===== config.mk =====
export PLATFORM = sky130hd
export DESIGN_NAME = lpm_entry_ctrl
export DESIGN_NICKNAME = d
export VERILOG_FILES = /design/src/rtl/lpm_pkg.sv /design/src/rtl/lpm_regs.sv /design/src/rtl/lpm_wake.sv /design/src/rtl/lpm_fsm.sv /design/src/rtl/lpm_pwr_decode.sv /design/src/rtl/lpm_entry_ctrl.sv
export SDC_FILE = /design/constraint.sdc
export NUM_CORES = 1
export LEC_CHECK = 0
export BUFFER_PORTS_ARGS = -buffer_cell sky130_fd_sc_hd__buf_4
export CAP_MARGIN = 20
export CORE_MARGIN = 2
export CORE_UTILIZATION = 40
export CTS_BUF_LIST = sky130_fd_sc_hd__clkbuf_8
export CTS_CLUSTER_SIZE = 14
export DETAILED_ROUTE_END_ITERATION = 8
export GPL_ROUTABILITY_DRIVEN = 0
export GPL_TIMING_DRIVEN = 1
export PLACE_DENSITY = 0.72
export SYNTH_ARGS = -nofsm -noshare
export SYNTH_HDL_FRONTEND = slang
export SYNTH_SLANG_ARGS = --single-unit

===== constraint.sdc =====
create_clock -name clk -period 1.7 [get_ports clk]
set_input_delay 0 -clock clk [delete_from_list [all_inputs] [get_ports clk]]
set_output_delay 0 -clock clk [all_outputs]
set_load 0.03 [all_outputs]

===== src/rtl/lpm_pkg.sv =====
package lpm_pkg;

  typedef enum logic [2:0] {
    ST_RUN   = 3'd0,
    ST_SLEEP = 3'd1,
    ST_DEEP  = 3'd2,
    ST_WAKE  = 3'd3,
    ST_STBY  = 3'd4,
    ST_POR   = 3'd5
  } lpm_state_e;

  // control register layout, bit 5 down to bit 0
  typedef struct packed {
    logic       drv_lp_sel;   // low-drive select when regulator is low-power
    logic       drv_np_sel;   // low-drive select when regulator is normal-power
    logic [1:0] drv_en;       // low-drive enable, active only at 2'b11
    logic       stby_sel;     // deep request goes to standby
    logic       reg_lp;       // regulator low-power in deep-sleep
  } lpm_ctrl_t;

  localparam int REG_W    = 6;
  localparam int STAT_WUF = 0;
  localparam int STAT_STB = 1;

endpackage


===== src/rtl/lpm_regs.sv =====
module lpm_regs
  import lpm_pkg::*;
(
  input  logic             clk,
  input  logic             rst_n,
  input  logic             wr,
  input  logic             sel,
  input  logic [REG_W-1:0] wdata,
  input  logic             core_clr,
  input  logic             stbf_set,
  input  logic             wuf_set,
  output lpm_ctrl_t        ctrl,
  output logic             stbf,
  output logic             wuf,
  output logic [REG_W-1:0] rdata
);

  // control register: core domain, lost on the standby power-on reset
  always_ff @(posedge clk or negedge rst_n) begin
    if (!rst_n)             ctrl <= '0;
    else if (core_clr)      ctrl <= '0;
    else if (wr && !sel)    ctrl <= lpm_ctrl_t'(wdata);
  end

  // status flags: always-on, set has priority over write-one-to-clear
  always_ff @(posedge clk or negedge rst_n) begin
    if (!rst_n) begin
      stbf <= 1'b0;
      wuf  <= 1'b0;
    end else begin
      if (stbf_set)                          stbf <= 1'b1;
      else if (wr && sel && wdata[STAT_STB]) stbf <= 1'b0;
      if (wuf_set)                           wuf  <= 1'b1;
      else if (wr && sel && wdata[STAT_WUF]) wuf  <= 1'b0;
    end
  end

  always_comb begin
    rdata = '0;
    if (sel) begin
      rdata[STAT_STB] = stbf;
      rdata[STAT_WUF] = wuf;
    end else begin
      rdata = REG_W'(ctrl);
    end
  end

endmodule


===== src/rtl/lpm_wake.sv =====
module lpm_wake (
  input  logic clk,
  input  logic rst_n,
  input  logic in_stby,
  input  logic rst_pin_n,
  input  logic rtc_alarm,
  input  logic wdt_rst,
  input  logic wkup_pin,
  output logic exit_req,
  output logic wuf_hit
);

  logic wk_q;
  logic wk_rise;

  always_ff @(posedge clk or negedge rst_n) begin
    if (!rst_n) wk_q <= 1'b0;
    else        wk_q <= wkup_pin;
  end

  assign wk_rise  = wkup_pin && !wk_q;
  assign exit_req = in_stby && (!rst_pin_n || rtc_alarm || wdt_rst || wk_rise);
  assign wuf_hit  = in_stby && (rtc_alarm || wk_rise);

endmodule


===== src/rtl/lpm_fsm.sv =====
module lpm_fsm
  import lpm_pkg::*;
#(
  parameter int EXTI_W   = 16,
  parameter int WAKE_CYC = 8,
  parameter int POR_CYC  = 4
) (
  input  logic              clk,
  input  logic              rst_n,
  input  logic              slp_req,
  input  logic              slp_deep,
  input  logic              irq_pend,
  input  logic [EXTI_W-1:0] exti_pend,
  input  logic              stby_sel,
  input  logic              stby_exit,
  output lpm_state_e        state,
  output logic              stby_enter,
  output logic              por_enter
);

  localparam int MAXC  = (WAKE_CYC > POR_CYC) ? WAKE_CYC : POR_CYC;
  localparam int CNT_W = $clog2(MAXC + 1);

  lpm_state_e       nxt;
  logic [CNT_W-1:0] cnt, cnt_d;
  logic             exti_any;

  assign exti_any = |exti_pend;

  always_comb begin
    nxt   = state;
    cnt_d = cnt;
    unique case (state)
      ST_RUN: begin
        if (slp_req) begin
          if (!slp_deep)     nxt = ST_SLEEP;
          else if (stby_sel) nxt = ST_STBY;
          else if (!exti_any) nxt = ST_DEEP;
        end
      end
      ST_SLEEP: if (irq_pend) nxt = ST_RUN;
      ST_DEEP: begin
        if (irq_pend) begin
          nxt   = ST_WAKE;
          cnt_d = CNT_W'(WAKE_CYC - 1);
        end
      end
      ST_WAKE: begin
        if (cnt == '0) nxt = ST_RUN;
        else           cnt_d = cnt - 1'b1;
      end
      ST_STBY: begin
        if (stby_exit) begin
          nxt   = ST_POR;
          cnt_d = CNT_W'(POR_CYC - 1);
        end
      end
      ST_POR: begin
        if (cnt == '0) nxt = ST_RUN;
        else           cnt_d = cnt - 1'b1;
      end
      default: nxt = ST_RUN;
    endcase
  end

  always_ff @(posedge clk or negedge rst_n) begin
    if (!rst_n) begin
      state <= ST_RUN;
      cnt   <= '0;
    end else begin
      state <= nxt;
      cnt   <= cnt_d;
    end
  end

  assign stby_enter = (state == ST_RUN)  && (nxt == ST_STBY);
  assign por_enter  = (state == ST_STBY) && (nxt == ST_POR);

endmodule


===== src/rtl/lpm_pwr_decode.sv =====
module lpm_pwr_decode
  import lpm_pkg::*;
(
  input  lpm_state_e state,
  input  logic       reg_lp,
  input  logic [1:0] drv_en,
  input  logic       drv_np_sel,
  input  logic       drv_lp_sel,
  output logic       cpu_clk_en,
  output logic       core_clk_en,
  output logic       osc_on,
  output logic       ldo_on,
  output logic       ldo_lowpwr,
  output logic       ldo_lowdrv,
  output logic       core_pwr_on,
  output logic       por_out
);

  logic in_deep;
  assign in_deep = (state == ST_DEEP);

  always_comb begin
    cpu_clk_en  = (state == ST_RUN);
    core_clk_en = (state == ST_RUN) || (state == ST_SLEEP);
    osc_on      = (state != ST_DEEP) && (state != ST_STBY);
    ldo_on      = (state != ST_STBY);
    core_pwr_on = (state != ST_STBY);
    por_out     = (state == ST_POR);
    ldo_lowpwr  = in_deep && reg_lp;
    ldo_lowdrv  = in_deep && (drv_en == 2'b11) && (reg_lp ? drv_lp_sel : drv_np_sel);
  end

endmodule


===== src/rtl/lpm_entry_ctrl.sv =====
module lpm_entry_ctrl
  import lpm_pkg::*;
#(
  parameter int EXTI_W   = 16,
  parameter int WAKE_CYC = 8,
  parameter int POR_CYC  = 4
) (
  input  logic              clk,
  input  logic              rst_n,
  input  logic              reg_wr,
  input  logic              reg_sel,
  input  logic [5:0]        reg_wdata,
  output logic [5:0]        reg_rdata,
  input  logic              slp_req,
  input  logic              slp_deep,
  input  logic              irq_pend,
  input  logic [EXTI_W-1:0] exti_pend,
  input  logic              rst_pin_n,
  input  logic              rtc_alarm,
  input  logic              wdt_rst,
  input  logic              wkup_pin,
  output logic [2:0]        mode_o,
  output logic              cpu_clk_en,
  output logic              core_clk_en,
  output logic              irc_en,
  output logic              xtal_en,
  output logic              pll_en,
  output logic              ldo_on,
  output logic              ldo_lowpwr,
  output logic              ldo_lowdrv,
  output logic              core_pwr_on,
  output logic              por_out
);

  localparam int NOSC = 3;

  lpm_state_e      state;
  lpm_ctrl_t       ctrl_q;
  logic            stbf_q, wuf_q;
  logic            stby_enter, por_enter;
  logic            stby_exit, wuf_hit;
  logic            osc_on;
  logic [NOSC-1:0] osc_vec;

  lpm_regs u_regs (
    .clk      (clk),
    .rst_n    (rst_n),
    .wr       (reg_wr),
    .sel      (reg_sel),
    .wdata    (reg_wdata),
    .core_clr (por_enter),
    .stbf_set (stby_enter),
    .wuf_set  (wuf_hit),
    .ctrl     (ctrl_q),
    .stbf     (stbf_q),
    .wuf      (wuf_q),
    .rdata    (reg_rdata)
  );

  lpm_wake u_wake (
    .clk       (clk),
    .rst_n     (rst_n),
    .in_stby   (state == ST_STBY),
    .rst_pin_n (rst_pin_n),
    .rtc_alarm (rtc_alarm),
    .wdt_rst   (wdt_rst),
    .wkup_pin  (wkup_pin),
    .exit_req  (stby_exit),
    .wuf_hit   (wuf_hit)
  );

  lpm_fsm #(
    .EXTI_W   (EXTI_W),
    .WAKE_CYC (WAKE_CYC),
    .POR_CYC  (POR_CYC)
  ) u_fsm (
    .clk        (clk),
    .rst_n      (rst_n),
    .slp_req    (slp_req),
    .slp_deep   (slp_deep),
    .irq_pend   (irq_pend),
    .exti_pend  (exti_pend),
    .stby_sel   (ctrl_q.stby_sel),
    .stby_exit  (stby_exit),
    .state      (state),
    .stby_enter (stby_enter),
    .por_enter  (por_enter)
  );

  lpm_pwr_decode u_dec (
    .state       (state),
    .reg_lp      (ctrl_q.reg_lp),
    .drv_en      (ctrl_q.drv_en),
    .drv_np_sel  (ctrl_q.drv_np_sel),
    .drv_lp_sel  (ctrl_q.drv_lp_sel),
    .cpu_clk_en  (cpu_clk_en),
    .core_clk_en (core_clk_en),
    .osc_on      (osc_on),
    .ldo_on      (ldo_on),
    .ldo_lowpwr  (ldo_lowpwr),
    .ldo_lowdrv  (ldo_lowdrv),
    .core_pwr_on (core_pwr_on),
    .por_out     (por_out)
  );

  // one enable per clock source: internal RC, crystal, PLL
  for (genvar g = 0; g < NOSC; g++) begin : g_osc
    assign osc_vec[g] = osc_on;
  end

  assign irc_en  = osc_vec[0];
  assign xtal_en = osc_vec[1];
  assign pll_en  = osc_vec[2];
  assign mode_o  = state;

endmodule


### Yosys cells after proc, flatten, opt, wreduce, memory -nomap -nowiden

Cells that the tools add are included.

| word-level totals | value |
|---|---|
| bits in registers | 16 |
| bits in latches | 0 |
| memory bits (writable) | 0 |
| ROM bits | 0 |
| input bits | 33 |
| logic and storage cells | 76 |
| memories kept | 0 |

| cells by class | value |
|---|---|
| $add $sub $neg | 1 |
| multipliers | 0 |
| divide/modulo/power cells | 0 |
| magnitude comparators | 0 |
| eq/ne operators | 13 |
| shift operators | 0 |
| muxes and demuxes | 22 |
| bitwise gates (word level) | 0 |
| reduce and logical (&&, ||, !) cells | 30 |

Operator list:

| kind | count |
|---|---|
| $mux 3 | 8 |
| $mux 4 | 4 |
| $reduce_or 16->1 | 1 |
| $pmux 3 s5 | 1 |
| $logic_and 1x1->1 | 13 |
| $eq 3x3->1 const B | 4 |
| $mux 6 | 2 |
| $pmux 4 s3 | 1 |
| $eq 3x2->1 const B | 2 |
| $ne 2x2->1 const B | 3 |
| $reduce_bool 2->1 | 3 |
| $logic_or 1x1->1 | 5 |
| $mux 1 | 5 |
| $logic_not 4->1 | 1 |
| $reduce_and 4->1 | 1 |
| $sub 4x1->4 const B | 1 |
| $eq 3x1->1 const B | 1 |
| $logic_not 1->1 | 3 |
| $logic_not 3->1 | 1 |
| $ne 3x2->1 const B | 1 |
| $ne 3x3->1 const B | 1 |
| $reduce_bool 3->1 | 1 |
| $eq 2x2->1 const B | 1 |
| $mux 2 | 1 |
| $reduce_or 2->1 | 1 |

### Longest topological paths before layout

Gate-level depths: netlist (run 1).

| depth | value |
|---|---|
| word-level depth | 10 |
| depth in mapped cells | 6 |
| gate-level depth less buffers | 6 |

### Hierarchy

From an unflattened synthesis (run 1), not the netlist that was laid out.

| second synthesis, totals | value |
|---|---|
| cells, all modules | 118 |
| area total of the unflattened synthesis | 1162.4 um^2 |

By module, submodules not included:

| module | instances | cells each | area each (um^2) | sequential area each (um^2) |
|---|---|---|---|---|
| lpm_fsm | 1 | 60 | 549.3 | 175.2 |
| lpm_regs | 1 | 39 | 446.7 | 200.2 |
| lpm_pwr_decode | 1 | 11 | 85.1 | 0.0 |
| lpm_wake | 1 | 5 | 53.8 | 25.0 |
| lpm_entry_ctrl | 1 | 3 | 27.5 | 0.0 |

### Least setup slack after synthesis (run 1)

No wires, ideal clock.

| timing path | value |
|---|---|
| path type | register -> register |
| start point | register u_fsm.state[0] |
| end point | register u_fsm.state[1] |
| arrival | 1.821 ns |
| data required time | 1.599 ns |
| setup slack | -0.221 ns |
| cell stages (with the launch flop) | 4 |
| buffers on the path | 0 |
| clock period less this slack | 1.921 ns |
| cells stage by stage | dfrtp_1 nor3_1 nand2_1 o32ai_1 |

| on the way | value |
|---|---|
| elaborated cells on any way between the ends | 10 |
| those cells by class | eq/ne: 5; mux: 2; reduce/logical: 3 |

RTL lines:

| element | RTL line | source |
|---|---|---|
| start: declaration | lpm_fsm.sv:16 | `output lpm_state_e state,` |
| start signal: assignment | lpm_fsm.sv:71 | `state <= nxt;` |
| $logic_not 3->1 | n/a |  |
| net cpu_clk_en | lpm_entry_ctrl.sv:23 | `output logic cpu_clk_en,` |
| $pmux 3 s5 | lpm_fsm.sv:33 | `unique case (state)` |
| net u_fsm.nxt[1] | lpm_fsm.sv:24 | `lpm_state_e nxt;` |

The timed path passes the listed nets, and every way through them passes these cells.
A chain may end at the register's enable or synchronous reset.

### Worst setup path in the final report (run 1)

| timing path | value |
|---|---|
| start point | register u_fsm.state[2] |
| end point | output ldo_lowdrv |

| on the way | value |
|---|---|
| longest elaborated chain between the ends | 3 |

RTL lines:

| element | RTL line | source |
|---|---|---|
| $eq 3x2->1 | lpm_pwr_decode.sv:20 | `assign in_deep = (state == ST_DEEP);` |
| $logic_and 1x1->1 (2 in a row) | lpm_pwr_decode.sv:30 | `ldo_lowdrv = in_deep && (drv_en == 2'b11) && (reg_lp ? drv_lp_sel : drv_np_sel);` |
| end: declaration | lpm_entry_ctrl.sv:30 | `output logic ldo_lowdrv,` |

Every way passes these cells.

==> run metrics, run 1 <==
status finished, final reports clean; Slew Limit Fails 0; P_sw between 1000 and 1500 µW; final core utilization about 68%; crit path DAT 1610 ps; die area approximately 2800 µm²; Yosys cell types 34; sequential fraction of the synthesis area between 40% and 50%; Final Cycle Share a little over nine tenths; clk_lat worst skew between 200 and 300 ps; CP cell instances or2b_2 > nor4_2 > buf_4; Final Skew about 4.2 ps; via/cell ratio between 5 and 6; I/O Pins 52; DR iter-0 viols 13; Worst Hold Slack just under 10 ps; Hold Vio Cnt, Final 0; Via Count around 960; worst hold path type in2reg; Worst setup SP type flop; Tmin final about 1600 ps; delay-heaviest family, CP simple AND/OR/NAND/NOR gates; share of power burned in the clock network between 10% and 20%; Nets about 200; DRC errors left 0; power share of the combinational group between 50% and 60%; die width 52.6 µm; first-pass GRT wire length ~4000 µm; First-pass DRT Iterations 4; Worst slew margin about three quarters; Worst path slowest cell dfrtp_2; Starting Density roughly 42%; Sw Share between 40 and 50%; leading area contributor after synthesis dfrtp_1; WL per Instance 14.0 µm; final wirelength between 2000 and 3000 µm; worst setup path class reg2out; Pint 1280 µW; slowest stage delay, CP 450 ps; # rows 17; max cap viols 0; Least-Margin Pin Slew ~400 ps; main area contributors after synthesis dfrtp_1 (42%), mux2i_1 (7.4%), nor2_1 (5.2%); ant diodes 0; Yosys top cell area share between 40% and 50%; H-Tree Depth 1; gr usage total ~20%; # port buffers 51; CTS tree built; core region area 2230 µm²; Crit. End Element output port; Routed Antenna Nets 0; Post-DP HPWL ~2000 µm; Static Leak ~0.00075 µW; CTS clk-pin slew, worst paths approximately 60 ps; Peak VDD IR 1.14 mV; Area Overhead vs Synth 59.4%; Avg Cell Area, Syn 9.37 µm²; CP max FO 7; pwr/cell area about 1500 nW/µm²; Cell Area, Synth between 900 and 1000 µm²; CTS root buf clkbuf_8; Synthesis Warnings 0; Seq cells post-synth 16; initial antenna violation count 0; TritonCTS buffer count 3; global route total overflow 0; Max Clock Freq between 600 and 700 MHz; unrepaired setup endpoints after global routing false; Longest Clk Path Bufs 2; # setup viols final 0; Post-CTS Repair Setup Buffers 0; WP buf/inv 1; vias in the first global route about 900; syn nets roughly 140; clock sinks 16; Worst EP required 1700 ps; Seq pwr share 30.5%; Die H 52.6 µm; largest net degree at the start of global routing 17; layout cell share with drive strength beyond 1 46.3%; Cells after Synth 101
[metal layers]
metal,up-vias,wire (µm),track usage [%]
met2,29,1390,32.3
met1,458,1060,24.9
met4,0,42,6.41
met5,-,0,0
met3,6,147,7.14
li1,470,-,-
[cell usage after synthesis]
library cell / instances
nor4_1: 7
a31oi_1: 1
a21oi_1: 2
nand2b_1: 2
a32o_1: 1
o21ai_0: 3
a22oi_1: 1
ha_1: 1
nand2_1: 6
mux2_2: 2
xnor2_1: 1
dfrtp_1: 16
o211ai_1: 1
inv_2: 1
a31o_2: 1
or2b_2: 2
nand3_1: 3
a21o_1: 1
o32ai_1: 1
inv_1: 7
nor3_1: 4
nor2b_1: 4
mux2i_1: 7
nor2_2: 1
and2_1: 2
a21oi_4: 1
nand4_1: 1
clkbuf_1: 1
a41oi_4: 1
nand3b_1: 1
nor3b_1: 1
buf_2: 1
nor2_1: 13
buf_4: 3
[cells in the final DEF (no fill, tap or decap), types with 2 or more instances in the layout]
cell type,count
a21oi_1,2
and2_1,2
buf_4,54
clkbuf_8,4
dfrtp_1,14
dfrtp_2,2
dlygate4sd3_1,5
inv_1,7
mux2_2,2
mux2i_1,7
nand2_1,6
nand2b_1,2
nand3_1,3
nor2_1,12
nor2b_1,4
nor3_1,4
nor4_1,6
o21ai_0,3
or2b_2,2
[worst register-to-register path, stage by stage, from the launching register on]
cell,delay [ps]
dfrtp_1,400
inv_1,90
ha_1,190
nor3b_2,200
nor3_1,80
buf_4,170
a31o_2,250
a31oi_2,130
[final timing paths]
check | from | endpoint | slack [ps] | cells past startpoint
setup reg to reg | u_fsm.cnt[0]$_DFFE_PN0P_ | u_fsm.cnt[2]$_DFFE_PN0P_ | 120 | 7
setup / recovery | u_fsm.state[2]$_DFF_PN0_ | ldo_lowdrv | 90 | 3
hold reg to reg | u_regs.wuf$_DFFE_PN0P_ | u_regs.wuf$_DFFE_PN0P_ | 480 | 1
max in group asynchronous | rst_n | u_fsm.state[2]$_DFF_PN0_ | 1330 | 2
min in group asynchronous | rst_n | u_wake.wk_q$_DFF_PN0_ | 170 | 2
hold / removal | reg_wdata[2] | u_regs.ctrl[2]$_DFFE_PN0P_ | 10 | 3
[registers in the layout, summed over array words and instances, names as in the netlist]
register	cells
u_fsm.state	3
u_wake.wk_q	1
u_regs.ctrl	6
u_regs.wuf	1
u_regs.stbf	1
u_fsm.cnt	4
[layout make-up]
class	instances	area, µm²
Fill cell	177	726
Multi-Input combinational cell	72	509
Timing Repair Buffer	60	475
Sequential cell	16	403
Clock buffer	4	55.1
Tap cell	28	35.0
Inverter	8	30.0
[through the flow]
step	setup slack [ps]	instances	TNS, ps	power, µW	cell area [µm²]
2_1_floorplan	-221	101	-681	1490	946
3_3_place_gp	159	179	0	1920	1380
3_5_place_dp	38.7	179	0	1960	1380
4_1_cts	37.2	187	0	2310	1470
5_1_grt	1.30	188	0	2480	1510
6_report	85.5	188	0	2330	1510
[power by group through the flow]
| stage | Clock [µW] | Combinational, µW | Sequential (µW) |
|---|---|---|---|
| finish | 333 | 1290 | 709 |
| global route | 370 | 1380 | 730 |
| CTS | 344 | 1280 | 688 |
| detailed placement | 0 | 1270 | 690 |
| global placement | 0 | 1240 | 683 |
| floorplan | 0 | 789 | 696 |
[cell families after synthesis]
| logic type | synth area share, % |
|---|---|
| DFF | 42.3 |
| muxes | 9.79 |
| AOI/OAI and AO/OA | 13.2 |
| xor gates and xnor gates | 0.926 |
| adders and majority gates | 1.32 |
| buffers and inverters | 6.48 |
| and+or+nand+nor | 25.9 |
[repair_timing]
action / 4_1_cts / 5_1_grt
endpoints found under the setup margin: 1 / 3
gates resized for setup: 1 / 6
hold endpoints to repair: 19 / 1
hold buffers: 4 / 1
No activity file was read; power rests on OpenSTA's default activity.
==> run 2: changes to the inputs <==
--- a/config.mk
+++ b/config.mk
@@ -14,7 +14,7 @@
 export DETAILED_ROUTE_END_ITERATION = 8
 export GPL_ROUTABILITY_DRIVEN = 0
 export GPL_TIMING_DRIVEN = 1
-export PLACE_DENSITY = 0.72
+export PLACE_DENSITY = 0.75
 export SYNTH_ARGS = -nofsm -noshare
 export SYNTH_HDL_FRONTEND = slang
 export SYNTH_SLANG_ARGS = --single-unit
==> constraint.sdc (replaced) <==
create_clock -name clk -period 1.29 [get_ports clk]
set_input_delay 0 -clock clk [delete_from_list [all_inputs] [get_ports clk]]
set_output_delay 0 -clock clk [all_outputs]
set_load 0.03 [all_outputs]
==> run 2 against run 1 <==
Effect of this change: the run now ends with negative setup slack left; clock skew shrank 3.3 ps; flip-flop and latch count is the same; register-to-register slack lost 370 ps; combinational power grew 100%; critical path type is now reg2reg; highest routed layer unchanged.
==> run metrics, run 2 (synthesized netlist as in run 1, its figures left out) <==
Final Cycle Share 120%; post-route cell area about 1900 µm²; die width about 53 µm; Post-DP HPWL around 2300 µm; unrepaired setup endpoints after global routing true; Worst setup SP type flop; Peak VDD IR ~1.6 mV; number of fill cells in the layout 125; Worst Hold Slack around 6.4 ps; Worst EP required approximately 1400 ps; GRT met3 Usage 2.29%; die area approximately 2800 µm²; CP max FO 4; CTS tree built; commonest cells after routing, fill and taps aside buf_4 (65), buf_6 (18), dfrtp_1 (13), nor2_1 (8), mux2i_1 (7); Via Count 1140; pwr/cell area about 2100 nW/µm²; layout cell share with drive strength beyond 1 between 60% and 70%; CTS root buf clkbuf_8; H-Tree Depth 1; Inst Count DP around 200; Worst slew margin between 70% and 80%; crit path DAT about 1700 ps; worst hold path type in2reg; TritonCTS buffer count 3; initial antenna violation count 0; DR iter-0 viols 12; Crit. End Element flop; Least-Margin Pin Slew between 400 and 500 ps; clk_lat worst skew approximately 240 ps; final std cells w/o fill between 200 and 250; CTS clk-pin slew, worst paths ~60 ps; status complete, but fails checks; Worst Setup Slack, final -253 ps; max cap viols 0; I/O Pins 52; DRC errors left 0; Routed Antenna Nets 0; most flop-heavy register u_regs.ctrl; worst setup path class reg2reg; Placed Instance Area roughly 1500 µm²; Hold Vio Cnt, Final 0; largest net degree at the start of global routing 17; Area Overhead vs Synth 99.1%; clock sinks 16; commonest non-fill, non-tap cell in the layout buf_4; Tmin final between 1500 and 2000 ps; gr usage total 24.3%; grt peak-use layer met2; multi-input combinational cell area 626 µm²; register area slightly above 400 µm²; Place WS -180 ps; global route total overflow 0; # rows 17; via/cell ratio 5.30; Starting Density 42.4%; ant diodes 0; final wirelength approximately 3400 µm; # setup viols final 22; Static Leak between 0.0009 and 0.001 µW; GRT met2 Usage between 40% and 50%; Die H 52.6 µm; First-pass DRT Iterations 4; Longest Clk Path Bufs 2; Nets ~220; Max Clock Freq about 650 MHz; max reg flops 6; # port buffers between 50 and 60; Final Skew 0.813 ps; vias in the first global route 1119; failing checks negative setup slack; Slew Limit Fails 0; Top Registers u_regs.ctrl x6, u_fsm.cnt x4, u_fsm.state x3; core region area between 2000 and 2500 µm²; met1 Use GR approximately 29%; WL per Instance around 16 µm; first-pass GRT wire length about 5000 µm
-- run 2: cell types whose count changed in the layout (fill, tap and decap cells not counted), sizes merged --
cell         before  now
dlygate4sd3       5    4
buf              55   83
-- run 2: timing repair --
action	CTS	global route
gates resized for setup	30	15
setup buffers	7	6
endpoints found under the setup margin	21	24
hold endpoints to repair	19	0
hold buffers	4	0
pin swaps	12	13
-- run 2: metrics by stage --
| step | setup TNS, ps | total power (µW) | util (%) |
|---|---|---|---|
| 3_5_place_dp | -1280 | 2960 | 69.3 |
| 5_1_grt | -4000 | 4180 | 84.3 |
| 2_1_floorplan | -2530 | 2070 | - |
| 6_report | -3320 | 4000 | 84.3 |
| 4_1_cts | -2800 | 3760 | 81.2 |
| 3_3_place_gp | -606 | 2900 | 69.3 |
-- run 2: worst paths after layout --
check	start	endpoint	slack, ps	depth (start not counted)
max in group asynchronous	rst_n	u_fsm.state[2]$_DFF_PN0_	930	2
setup reg to reg	u_fsm.state[2]$_DFF_PN0_	u_fsm.cnt[3]$_DFFE_PN0P_	-250	8
hold / removal	slp_deep	u_fsm.state[0]$_DFF_PN0_	6	2
hold reg to reg	u_regs.stbf$_DFFE_PN0P_	u_regs.stbf$_DFFE_PN0P_	480	2
min in group asynchronous	rst_n	u_wake.wk_q$_DFF_PN0_	160	2
setup / recovery	u_fsm.state[2]$_DFF_PN0_	u_fsm.cnt[3]$_DFFE_PN0P_	-250	8
-- run 2: cell type report --
class / instances / share of cell area, %
timing repair buffer: 87 / 38.8
multi-input combinational: 72 / 33.2
sequential: 16 / 21.5
clock buffer: 4 / 2.92
tap: 28 / 1.86
inverter: 8 / 1.73
-- run 2: worst max-delay path, stage by stage (launching register included) --
cell	delay, ps
dfrtp_2	380
buf_6	120
buf_6	100
nand2b_4	60
nor2_4	140
inv_4	50
a41oi_4	230
a21oi_4	80
a32o_1	270
-- run 2: power breakdown --
group / switching (µW) / internal (µW) / leakage (µW) / total (µW)
Combinational: 1360 / 1290 / 0.000694 / 2640
Clock: 172 / 270 / 0.0000288 / 442
Sequential: 214 / 701 / 0.000194 / 915
-- run 2: routing by layer --
metal,wire (µm),up-vias
li1,-,526
met1,1320,553
met2,1850,55
met3,194,6
met4,44,0
met5,0,-
